`config.mk`:
```
export PLATFORM = sky130hd
export DESIGN_NAME = pwm_mc_gen
export DESIGN_NICKNAME = d
export VERILOG_FILES = /design/src/rtl/pwm_pkg.sv /design/src/rtl/pwm_carrier_gen.sv /design/src/rtl/pwm_cell_cmp.sv /design/src/rtl/pwm_leg_dt.sv /design/src/rtl/pwm_mc_gen.sv
export SDC_FILE = /design/constraint.sdc
export NUM_CORES = 1
export LEC_CHECK = 0
export ABC_AREA = 1
export BUFFER_PORTS_ARGS = -buffer_cell sky130_fd_sc_hd__buf_2
export CAP_MARGIN = 40
export CORE_MARGIN = 2
export CORE_UTILIZATION = 40
export CTS_BUF_LIST = sky130_fd_sc_hd__clkbuf_4
export DETAILED_ROUTE_END_ITERATION = 16
export PLACE_DENSITY_LB_ADDON = 0.12
export SYNTH_ARGS = -nofsm -noshare
export SYNTH_HDL_FRONTEND = slang
export SYNTH_SLANG_ARGS = --single-unit
```
`constraint.sdc`:
```
create_clock -name clk -period 3.01 [get_ports clk]
set_input_delay 0.301 -clock clk [delete_from_list [all_inputs] [get_ports clk]]
set_output_delay 0.301 -clock clk [all_outputs]
set_load 0.1 [all_outputs]
```
`src/rtl/pwm_pkg.sv`:
```
package pwm_pkg;
  typedef enum logic [1:0] {
    SCH_PD   = 2'd0,
    SCH_POD  = 2'd1,
    SCH_APOD = 2'd2,
    SCH_RSVD = 2'd3
  } sch_e;

  typedef enum logic [1:0] {
    LVL_ZERO = 2'd0,
    LVL_POS  = 2'd1,
    LVL_NEG  = 2'd2
  } lvl_e;
endpackage

```
`src/rtl/pwm_carrier_gen.sv`:
```
module pwm_carrier_gen
  import pwm_pkg::*;
#(
  parameter int N_CELLS = 2,
  parameter int REF_W   = 8
) (
  input  logic                    clk,
  input  logic                    rst_n,
  input  sch_e                    mode_in,
  output logic signed [REF_W-1:0] car [2*N_CELLS]
);
  localparam int NCAR   = 2 * N_CELLS;
  localparam int BAND_W = REF_W - $clog2(NCAR);

  logic [BAND_W:0]   ph;
  logic              wrap;
  logic [BAND_W-1:0] off_up, off_dn;
  sch_e              sch_q;

  assign wrap = &ph;

  always_ff @(posedge clk or negedge rst_n) begin
    if (!rst_n) begin
      ph    <= '0;
      sch_q <= SCH_PD;
    end else begin
      ph <= ph + 1'b1;
      if (wrap) sch_q <= mode_in;
    end
  end

  // triangle: rises in first half of the period, falls in the second
  assign off_up = ph[BAND_W] ? ~ph[BAND_W-1:0] : ph[BAND_W-1:0];
  assign off_dn = ~off_up;

  for (genvar k = 0; k < NCAR; k++) begin : g_car
    localparam logic signed [REF_W:0] BASE =
      (REF_W+1)'(k * (2 ** BAND_W) - 2 ** (REF_W - 1));
    logic              flip;
    logic [REF_W:0]    off;
    logic signed [REF_W:0] sum;

    always_comb begin
      case (sch_q)
        SCH_POD:  flip = (k < N_CELLS);
        SCH_APOD: flip = (k % 2 == 1);
        default:  flip = 1'b0;
      endcase
    end

    assign off    = (REF_W+1)'(flip ? off_dn : off_up);
    assign sum    = BASE + $signed(off);
    assign car[k] = sum[REF_W-1:0];
  end

  // scheme only changes across the period boundary
  p_mode_hold_r5: assert property (@(posedge clk) disable iff (!rst_n)
    !wrap |=> $stable(sch_q));
endmodule

```
`src/rtl/pwm_cell_cmp.sv`:
```
module pwm_cell_cmp
  import pwm_pkg::*;
#(
  parameter int REF_W = 8
) (
  input  logic                    clk,
  input  logic                    rst_n,
  input  logic signed [REF_W-1:0] ref_s,
  input  logic signed [REF_W-1:0] car_hi,
  input  logic signed [REF_W-1:0] car_lo,
  output lvl_e                    lvl
);
  logic over_hi, under_lo;

  assign over_hi  = ref_s > car_hi;
  assign under_lo = ref_s < car_lo;
  assign lvl      = over_hi ? LVL_POS : (under_lo ? LVL_NEG : LVL_ZERO);

  // the upper band carrier always sits above the lower band carrier
  p_band_order_r1: assert property (@(posedge clk) disable iff (!rst_n)
    car_hi > car_lo);
  p_lvl_excl_r1: assert property (@(posedge clk) disable iff (!rst_n)
    !(over_hi && under_lo));
endmodule

```
`src/rtl/pwm_leg_dt.sv`:
```
module pwm_leg_dt #(
  parameter int DT_W = 6
) (
  input  logic            clk,
  input  logic            rst_n,
  input  logic            want_up,
  input  logic [DT_W-1:0] dead,
  output logic            sw_up,
  output logic            sw_dn
);
  logic [DT_W-1:0] cnt;
  logic            on_ok;

  assign on_ok = want_up ? sw_up : sw_dn;

  always_ff @(posedge clk or negedge rst_n) begin
    if (!rst_n) begin
      sw_up <= 1'b0;
      sw_dn <= 1'b0;
      cnt   <= '0;
    end else if (on_ok) begin
      cnt <= '0;
    end else if (sw_up || sw_dn) begin
      sw_up <= 1'b0;
      sw_dn <= 1'b0;
      cnt   <= '0;
    end else if (cnt >= dead) begin
      sw_up <= want_up;
      sw_dn <= !want_up;
      cnt   <= '0;
    end else begin
      cnt <= cnt + 1'b1;
    end
  end

  p_leg_excl_r7: assert property (@(posedge clk) disable iff (!rst_n)
    !(sw_up && sw_dn));
  p_up_after_gap_r7: assert property (@(posedge clk) disable iff (!rst_n)
    $rose(sw_up) |-> $past(!sw_dn));
  p_dn_after_gap_r7: assert property (@(posedge clk) disable iff (!rst_n)
    $rose(sw_dn) |-> $past(!sw_up));
endmodule

```
`src/rtl/pwm_mc_gen.sv`:
```
module pwm_mc_gen
  import pwm_pkg::*;
#(
  parameter int N_CELLS = 2,
  parameter int REF_W   = 8,
  parameter int DT_W    = 6
) (
  input  logic                    clk,
  input  logic                    rst_n,
  input  logic [1:0]              mode,
  input  logic [DT_W-1:0]         dead_cycles,
  input  logic                    ref_valid,
  output logic                    ref_ready,
  input  logic signed [REF_W-1:0] ref_data,
  output logic [4*N_CELLS-1:0]    gate
);
  localparam int NCAR = 2 * N_CELLS;

  logic signed [REF_W-1:0] ref_q;
  logic signed [REF_W-1:0] car [NCAR];

  assign ref_ready = 1'b1;

  always_ff @(posedge clk or negedge rst_n) begin
    if (!rst_n)         ref_q <= '0;
    else if (ref_valid) ref_q <= ref_data;
  end

  pwm_carrier_gen #(.N_CELLS(N_CELLS), .REF_W(REF_W)) u_car (
    .clk     (clk),
    .rst_n   (rst_n),
    .mode_in (sch_e'(mode)),
    .car     (car)
  );

  for (genvar i = 0; i < N_CELLS; i++) begin : g_cell
    lvl_e lvl;

    pwm_cell_cmp #(.REF_W(REF_W)) u_cmp (
      .clk    (clk),
      .rst_n  (rst_n),
      .ref_s  (ref_q),
      .car_hi (car[N_CELLS+i]),
      .car_lo (car[N_CELLS-1-i]),
      .lvl    (lvl)
    );

    pwm_leg_dt #(.DT_W(DT_W)) u_left (
      .clk     (clk),
      .rst_n   (rst_n),
      .want_up (lvl != LVL_NEG),
      .dead    (dead_cycles),
      .sw_up   (gate[4*i+0]),
      .sw_dn   (gate[4*i+1])
    );

    pwm_leg_dt #(.DT_W(DT_W)) u_right (
      .clk     (clk),
      .rst_n   (rst_n),
      .want_up (lvl != LVL_POS),
      .dead    (dead_cycles),
      .sw_up   (gate[4*i+2]),
      .sw_dn   (gate[4*i+3])
    );
  end

  // the held sample moves only on a valid beat
  p_ref_hold_r9: assert property (@(posedge clk) disable iff (!rst_n)
    !ref_valid |=> $stable(ref_q));
  p_ready_r9: assert property (@(posedge clk) disable iff (!rst_n)
    ref_ready);
endmodule

```
==> impl_metrics.json, run 1 <==
{
  "status": "completed",
  "synthCells": 420,
  "final_cells": 551,
  "synthXorXnorAreaFrac_pct": 8.94,
  "drive_gt1_share_pct": 11.3,
  "postLayoutCellArea_um2": 3820,
  "dieWidth_um": 97.9,
  "worstReg2RegEnd": "g_cell[1].u_right.sw_dn",
  "netlist-cell-type-count": 32,
  "min_path_type": "input pin to flop",
  "rr_startpoint": "u_car.ph[6]",
  "min_period_ns": 2.33,
  "synth_fa_ha_area_share_pct": 18.4,
  "r2r_setup_slack_ns": 0.68,
  "swShare_pct": 42.8,
  "clk_path_buf_depth": 2,
  "ys_seq_area_share_pct": 34.8,
  "yosys.area_share.simple_pct": 19.1,
  "dpl-instance-area_um2": 3710,
  "core_area_um2": 8640,
  "setup_viol": 0,
  "port_buffers": 26,
  "maxSlewViolCount": 0,
  "synthMuxAreaShare_pct": 1.28,
  "drc": 0,
  "seqPwrFrac_pct": 39.8,
  "clk_pin_slew_worst_paths_ns": 0.15,
  "synth_warnings": 0,
  "cp_data_arrival_time_ns": 2.60,
  "synth_largest_area_cell": "dfrtp_1",
  "fmax_mhz": 429,
  "finalSetupTns_ns": 0,
  "place.gp.congestion": 0.850,
  "initial_utilization_pct": 40.8,
  "synth_compound_area_share_pct": 7.38,
  "drtIter0Drc": 69,
  "timing.critical_path.from": "u_car.ph[6]",
  "synth_area_leaders": "dfrtp_1 (35%), ha_1 (18%), xor2_1 (7.0%)",
  "power_frac_comb_pct": 37.7,
  "synth_area_per_cell_um2": 8.40,
  "die_area_um2": 9590,
  "wl_per_cell_um": 12.3,
  "die_h_um": 97.9,
  "synth_top_family_by_area": "simple AND/OR/NAND/NOR gates",
  "final_antenna_net_count": 0,
  "critical_path_class": "flop to flop",
  "max_slew_margin_pct": 55.0,
  "synth_area_um2": 3530,
  "antenna_found_initial": 0,
  "finalHoldViolCount": 0,
  "cp_max_fo": 9,
  "cp.required_ns": 3.28,
  "grt_pass1_wl_um": 12100,
  "dp.cells": 542,
  "fin_crit_sh_pct": 77.5,
  "grt_pass1_vias": 2595,
  "area_growth_pct": 8.34,
  "cts_tree": "done",
  "synth-seq-cells": 49,
  "antenna_cells": 0,
  "via_count": 2570,
  "cts.sinks": 49,
  "nets": 513,
  "reg2regPathDepth": 11,
  "power_switching_mw": 0.918,
  "worstMarginPinSlew_ns": 0.675,
  "clkPwrFrac_pct": 22.5,
  "cts_buffers": 5,
  "rsz0062_at_grt": "no",
  "vias_per_cell": 4.66,
  "h-tree-depth": 2,
  "gr-total-overflow": 0,
  "maxCapViolCount": 0,
  "synth_top_area_share_pct": 34.8,
  "cts_root_buf": "clkbuf_4",
  "clock_latency_ns": 0.37,
  "powerDensity_nw_per_um2": 562,
  "critPathLaunchType": "flop",
  "final_cell_mix": "inv_1 (65), nand2_1 (65), ha_1 (52)",
  "ir_drop_mv": 0.213,
  "p_leak_nw": 2.09,
  "syn_nets": 491,
  "firstDrtPassIters": 4,
  "rows": 34,
  "crit_path_end": "g_cell[1].u_right.sw_dn",
  "grt_max_degree": 29,
  "p_int_mw": 1.23,
  "cp-end-kind": "flop",
  "grt_use_total_pct": 15.4,
  "drt_wl_total_um": 6780,
  "fin_skew_ns": 0.0163,
  "ios": 28,
  "dp_hpwl_um": 5390,
  "post_cts_buffers": 0
}
==> how the worst min path moves through the flow <==
stage / slack, ns / cells past startpoint / endpoint / start
floorplan: 0.005 / 0 / g_cell[0].u_left.cnt[0] / rst_n
global route: 0.11 / 3 / ref_q[7] / ref_data[7]
finish: 0.13 / 3 / ref_q[1] / ref_data[1]
detailed placement: 0.39 / 1 / g_cell[1].u_left.cnt[2] / rst_n
CTS: 0.11 / 3 / ref_q[0] / ref_data[0]
global placement: 0.38 / 1 / g_cell[1].u_left.cnt[3] / rst_n
==> repair_timing <==
action / in CTS / in global routing
endpoints found under the hold margin: 27 / 0
resized for setup: 0 / 0
hold buffers: 1 / 0
==> per-stage QoR <==
stage	power, mW	hold slack (ns)	util [%]	setup slack (ns)
6_report	2.15	0.129	44.2	0.676
5_1_grt	2.32	0.107	44.2	0.368
4_1_cts	2.18	0.114	44.2	0.646
3_5_place_dp	1.69	0.388	42.9	0.674
3_3_place_gp	1.68	0.382	42.9	0.742
2_1_floorplan	1.56	0.00541	-	0.876
==> worst max-delay path, cell delays in order, from the launching register on <==
cell and delay (ns):
dfrtp_1 0.58, xnor2_1 0.46, xor2_1 0.20, ha_1 0.26, nand2_1 0.07, inv_1 0.04, a31oi_1 0.24, nand2_1 0.11
nand2_1 0.07, nand3_1 0.08, nand2_1 0.08, nand2_1 0.04
==> cells by family (layout without fill, tap and decap cells) <==
logic type | count (synthesis) | count (layout)
buf+inv | 81 | 104
fa+ha+maj | 52 | 52
other cells | 1 | 1
simple gates | 153 | 153
xor+xnor | 36 | 36
mux | 4 | 4
compound gates | 44 | 44
flops | 49 | 49
==> area by class of cell <==
cell class / instances / area (um2)
Multi-Input combinational cell: 290 / 1950
Fill cell: 863 / 4810
Inverter: 68 / 260
Timing Repair Buffer: 28 / 148
Clock inverter: 3 / 65.1
Sequential cell: 49 / 1230
Tap cell: 108 / 135
Clock buffer: 5 / 37.5
==> power by group through the flow <==
| stage | logic [mW] | registers, mW | clock network [mW] |
|---|---|---|---|
| 3_3_place_gp | 0.806 | 0.869 | 0 |
| 2_1_floorplan | 0.718 | 0.839 | 0 |
| 4_1_cts | 0.823 | 0.858 | 0.498 |
| 3_5_place_dp | 0.819 | 0.872 | 0 |
| 5_1_grt | 0.916 | 0.873 | 0.532 |
| 6_report | 0.809 | 0.855 | 0.482 |
==> metal layers <==
| metal | track usage [%] | wire length [um] | vias to the layer above |
|---|---|---|---|
| li1 | - | - | 1384 |
| met3 | 2.58 | 135 | 4 |
| met1 | 19.5 | 3200 | 1161 |
| met4 | 3.85 | 73 | 0 |
| met2 | 27.1 | 3370 | 21 |
| met5 | 0 | 0 | - |
==> cells in the mapped netlist (all sizes together) <==
| cell type | number |
|---|---|
| nor3 | 2 |
| nand2 | 69 |
| nand3 | 27 |
| o21a | 5 |
| ha | 52 |
| o21ai | 11 |
| clkbuf | 2 |
| nand3b | 1 |
| a2111oi | 1 |
| mux2 | 4 |
| o211ai | 4 |
| inv | 68 |
| xor2 | 28 |
| nor3b | 4 |
| a211oi | 2 |
| conb | 1 |
| nor2 | 44 |
| a31oi | 1 |
| buf | 11 |
| nand4 | 6 |
| xnor2 | 8 |
| dfrtp | 49 |
| a21oi | 20 |
==> state kept, by name (all words and copies together), names as in the netlist <==
register              cells
g_cell.u_left.cnt        12
g_cell.u_right.cnt       12
ref_q                     8
u_car.ph                  7
g_cell.u_left.sw_dn       2
g_cell.u_left.sw_up       2
g_cell.u_right.sw_dn      2
g_cell.u_right.sw_up      2
u_car.sch_q               2
(Power assumes the default switching activity.)
==> inputs of run 2 (changes only) <==
==> constraint.sdc (replaced) <==
create_clock -name clk -period 2.2 [get_ports clk]
set_input_delay 0.22 -clock clk [delete_from_list [all_inputs] [get_ports clk]]
set_output_delay 0.22 -clock clk [all_outputs]
set_load 0.1 [all_outputs]
==> impl_metrics.json, run 2 (synthesis gave the netlist of run 1 again) <==
{
  "status": "completed",
  "clk_path_buf_depth": 2,
  "rows": 34,
  "vias_per_cell": 4.71,
  "grt_pass1_wl_um": 12200,
  "ir_drop_mv": 0.258,
  "cts.sinks": 49,
  "wl_per_cell_um": 12.1,
  "fmax_mhz": 479,
  "dp.cells": 550,
  "via_count": 2644,
  "dieWidth_um": 97.9,
  "p_leak_nw": 2.14,
  "antenna_found_initial": 0,
  "final_util_pct": 45.7,
  "die_h_um": 97.9,
  "grt_pass1_vias": 2668,
  "grt_use_total_pct": 15.5,
  "maxSlewViolCount": 0,
  "finalHoldViolCount": 0,
  "dp_slack_ns": 0.00272,
  "final_antenna_net_count": 0,
  "antenna_cells": 0,
  "nets": 523,
  "cp_data_arrival_time_ns": 2.36,
  "cp.required_ns": 2.47,
  "worstMarginPinSlew_ns": 0.627,
  "setup_viol": 0,
  "cts_root_buf": "clkbuf_4",
  "grt_max_degree": 50,
  "cts_buffers": 5,
  "fin_skew_ns": 0.0190,
  "critical_path_class": "flop to flop",
  "powerDensity_nw_per_um2": 747,
  "r2r_setup_slack_ns": 0.11,
  "clock_latency_ns": 0.38,
  "firstDrtPassIters": 4,
  "ios": 28,
  "post-route-worst-setup-slack_ns": 0.111,
  "dp_hpwl_um": 5280,
  "port_buffers": 26,
  "cp_max_fo": 6,
  "gr-total-overflow": 0,
  "initial_utilization_pct": 40.8,
  "total_power_mw": 2.94,
  "rsz0062_at_grt": "yes",
  "reg_top3": "g_cell.u_left.cnt (12), g_cell.u_right.cnt (12), ref_q (8)",
  "core_area_um2": 8640,
  "finalSetupTns_ns": 0,
  "drt_wl_total_um": 6780,
  "drc": 0,
  "area_growth_pct": 11.8,
  "die_area_um2": 9590,
  "maxCapViolCount": 0,
  "cp-end-kind": "flop",
  "final_cells": 561,
  "grt_util_met1_pct": 19.6,
  "final_cell_mix": "inv_1 (64), nand2_1 (62), ha_1 (51)",
  "fin_crit_sh_pct": 95.0,
  "critPathLaunchType": "flop",
  "mostFrequentLayoutCell": "inv_1",
  "clk_pin_slew_worst_paths_ns": 0.14,
  "min_period_ns": 2.09,
  "use_met2_pct": 27.2,
  "place.gp.congestion": 0.872,
  "max_slew_margin_pct": 58.2,
  "cts_tree": "done",
  "h-tree-depth": 2,
  "drtIter0Drc": 54,
  "min_path_type": "input pin to flop",
  "grt.busiest_layer": "met2",
  "grt_use_met3_pct": 2.72,
  "drive_gt1_share_pct": 15.7
}
-- run 2: cell types whose count changed in the layout (fill, tap and decap cells not counted), moves of 2 or more --
cell     previous run  this run
xnor2_2             0         2
buf_4               1         9
xnor2_1             8         6
buf_6               0         2
nand2_2             2         5
nand2_1            65        62
-- run 2: per-stage QoR --
step	hold slack (ns)	instance area, um2
floorplan	-0.0756	3530
detailed placement	0.377	3770
finish	0.0499	3940
global placement	0.376	3770
global route	0.0265	3940
CTS	0.0250	3880
-- run 2: path summary, 6_finish.rpt --
kind	from	endpoint	depth (start not counted)
min in group asynchronous	rst_n	g_cell[0].u_right.cnt[5]	3
hold / removal	ref_data[0]	ref_q[0]	3
hold reg to reg	g_cell[1].u_right.cnt[0]	g_cell[1].u_right.cnt[0]	1
setup / recovery	u_car.ph[6]	g_cell[1].u_right.sw_up	12
setup reg to reg	u_car.ph[6]	g_cell[1].u_right.sw_up	12
max in group asynchronous	rst_n	u_car.ph[6]	3
-- run 2: what timing repair did --
| action | in CTS | in global routing |
|---|---|---|
| setup endpoints to repair | 2 | 3 |
| pin swaps | 0 | 8 |
| hold buffers | 1 | 0 |
| endpoints found under the hold margin | 49 | 0 |
| resized for setup | 1 | 15 |
| setup buffers | 0 | 2 |
-- run 2: per-layer routing --
| layer | share of wire, % | vias to the layer above |
|---|---|---|
| met5 | 0 | - |
| met2 | 50 | 20 |
| met4 | 1.5 | 0 |
| met1 | 47 | 1209 |
| met3 | 2.1 | 8 |
| li1 | - | 1407 |
-- run 2: area by class of cell --
type                    count  area, um2
clock buffers               5       37.5
fillers                   867       4690
repair buffers             38        230
well taps                 108        135
multi-input cells         290       1990
clock inverters             3       65.1
inverters                  68        260
flip-flops and latches     49       1230
-- run 2: worst max-delay path: stages, from the launching register on --
cell and delay [ns]:
dfrtp_2 0.53, buf_6 0.17, xnor2_2 0.17, xor2_1 0.17
ha_1 0.25, nand2_2 0.08, nor2_1 0.04, a31oi_1 0.20
nand2_1 0.10, nand2_1 0.08, nand3_2 0.08, nand2_1 0.09
nand2_1 0.04
-- run 2: power by group --
part | switching, mW | total (mW) | internal, mW
Sequential | 0.137 | 1.17 | 1.03
Clock | 0.303 | 0.655 | 0.352
Combinational | 0.816 | 1.12 | 0.306
Total | 1.26 | 2.94 | 1.69
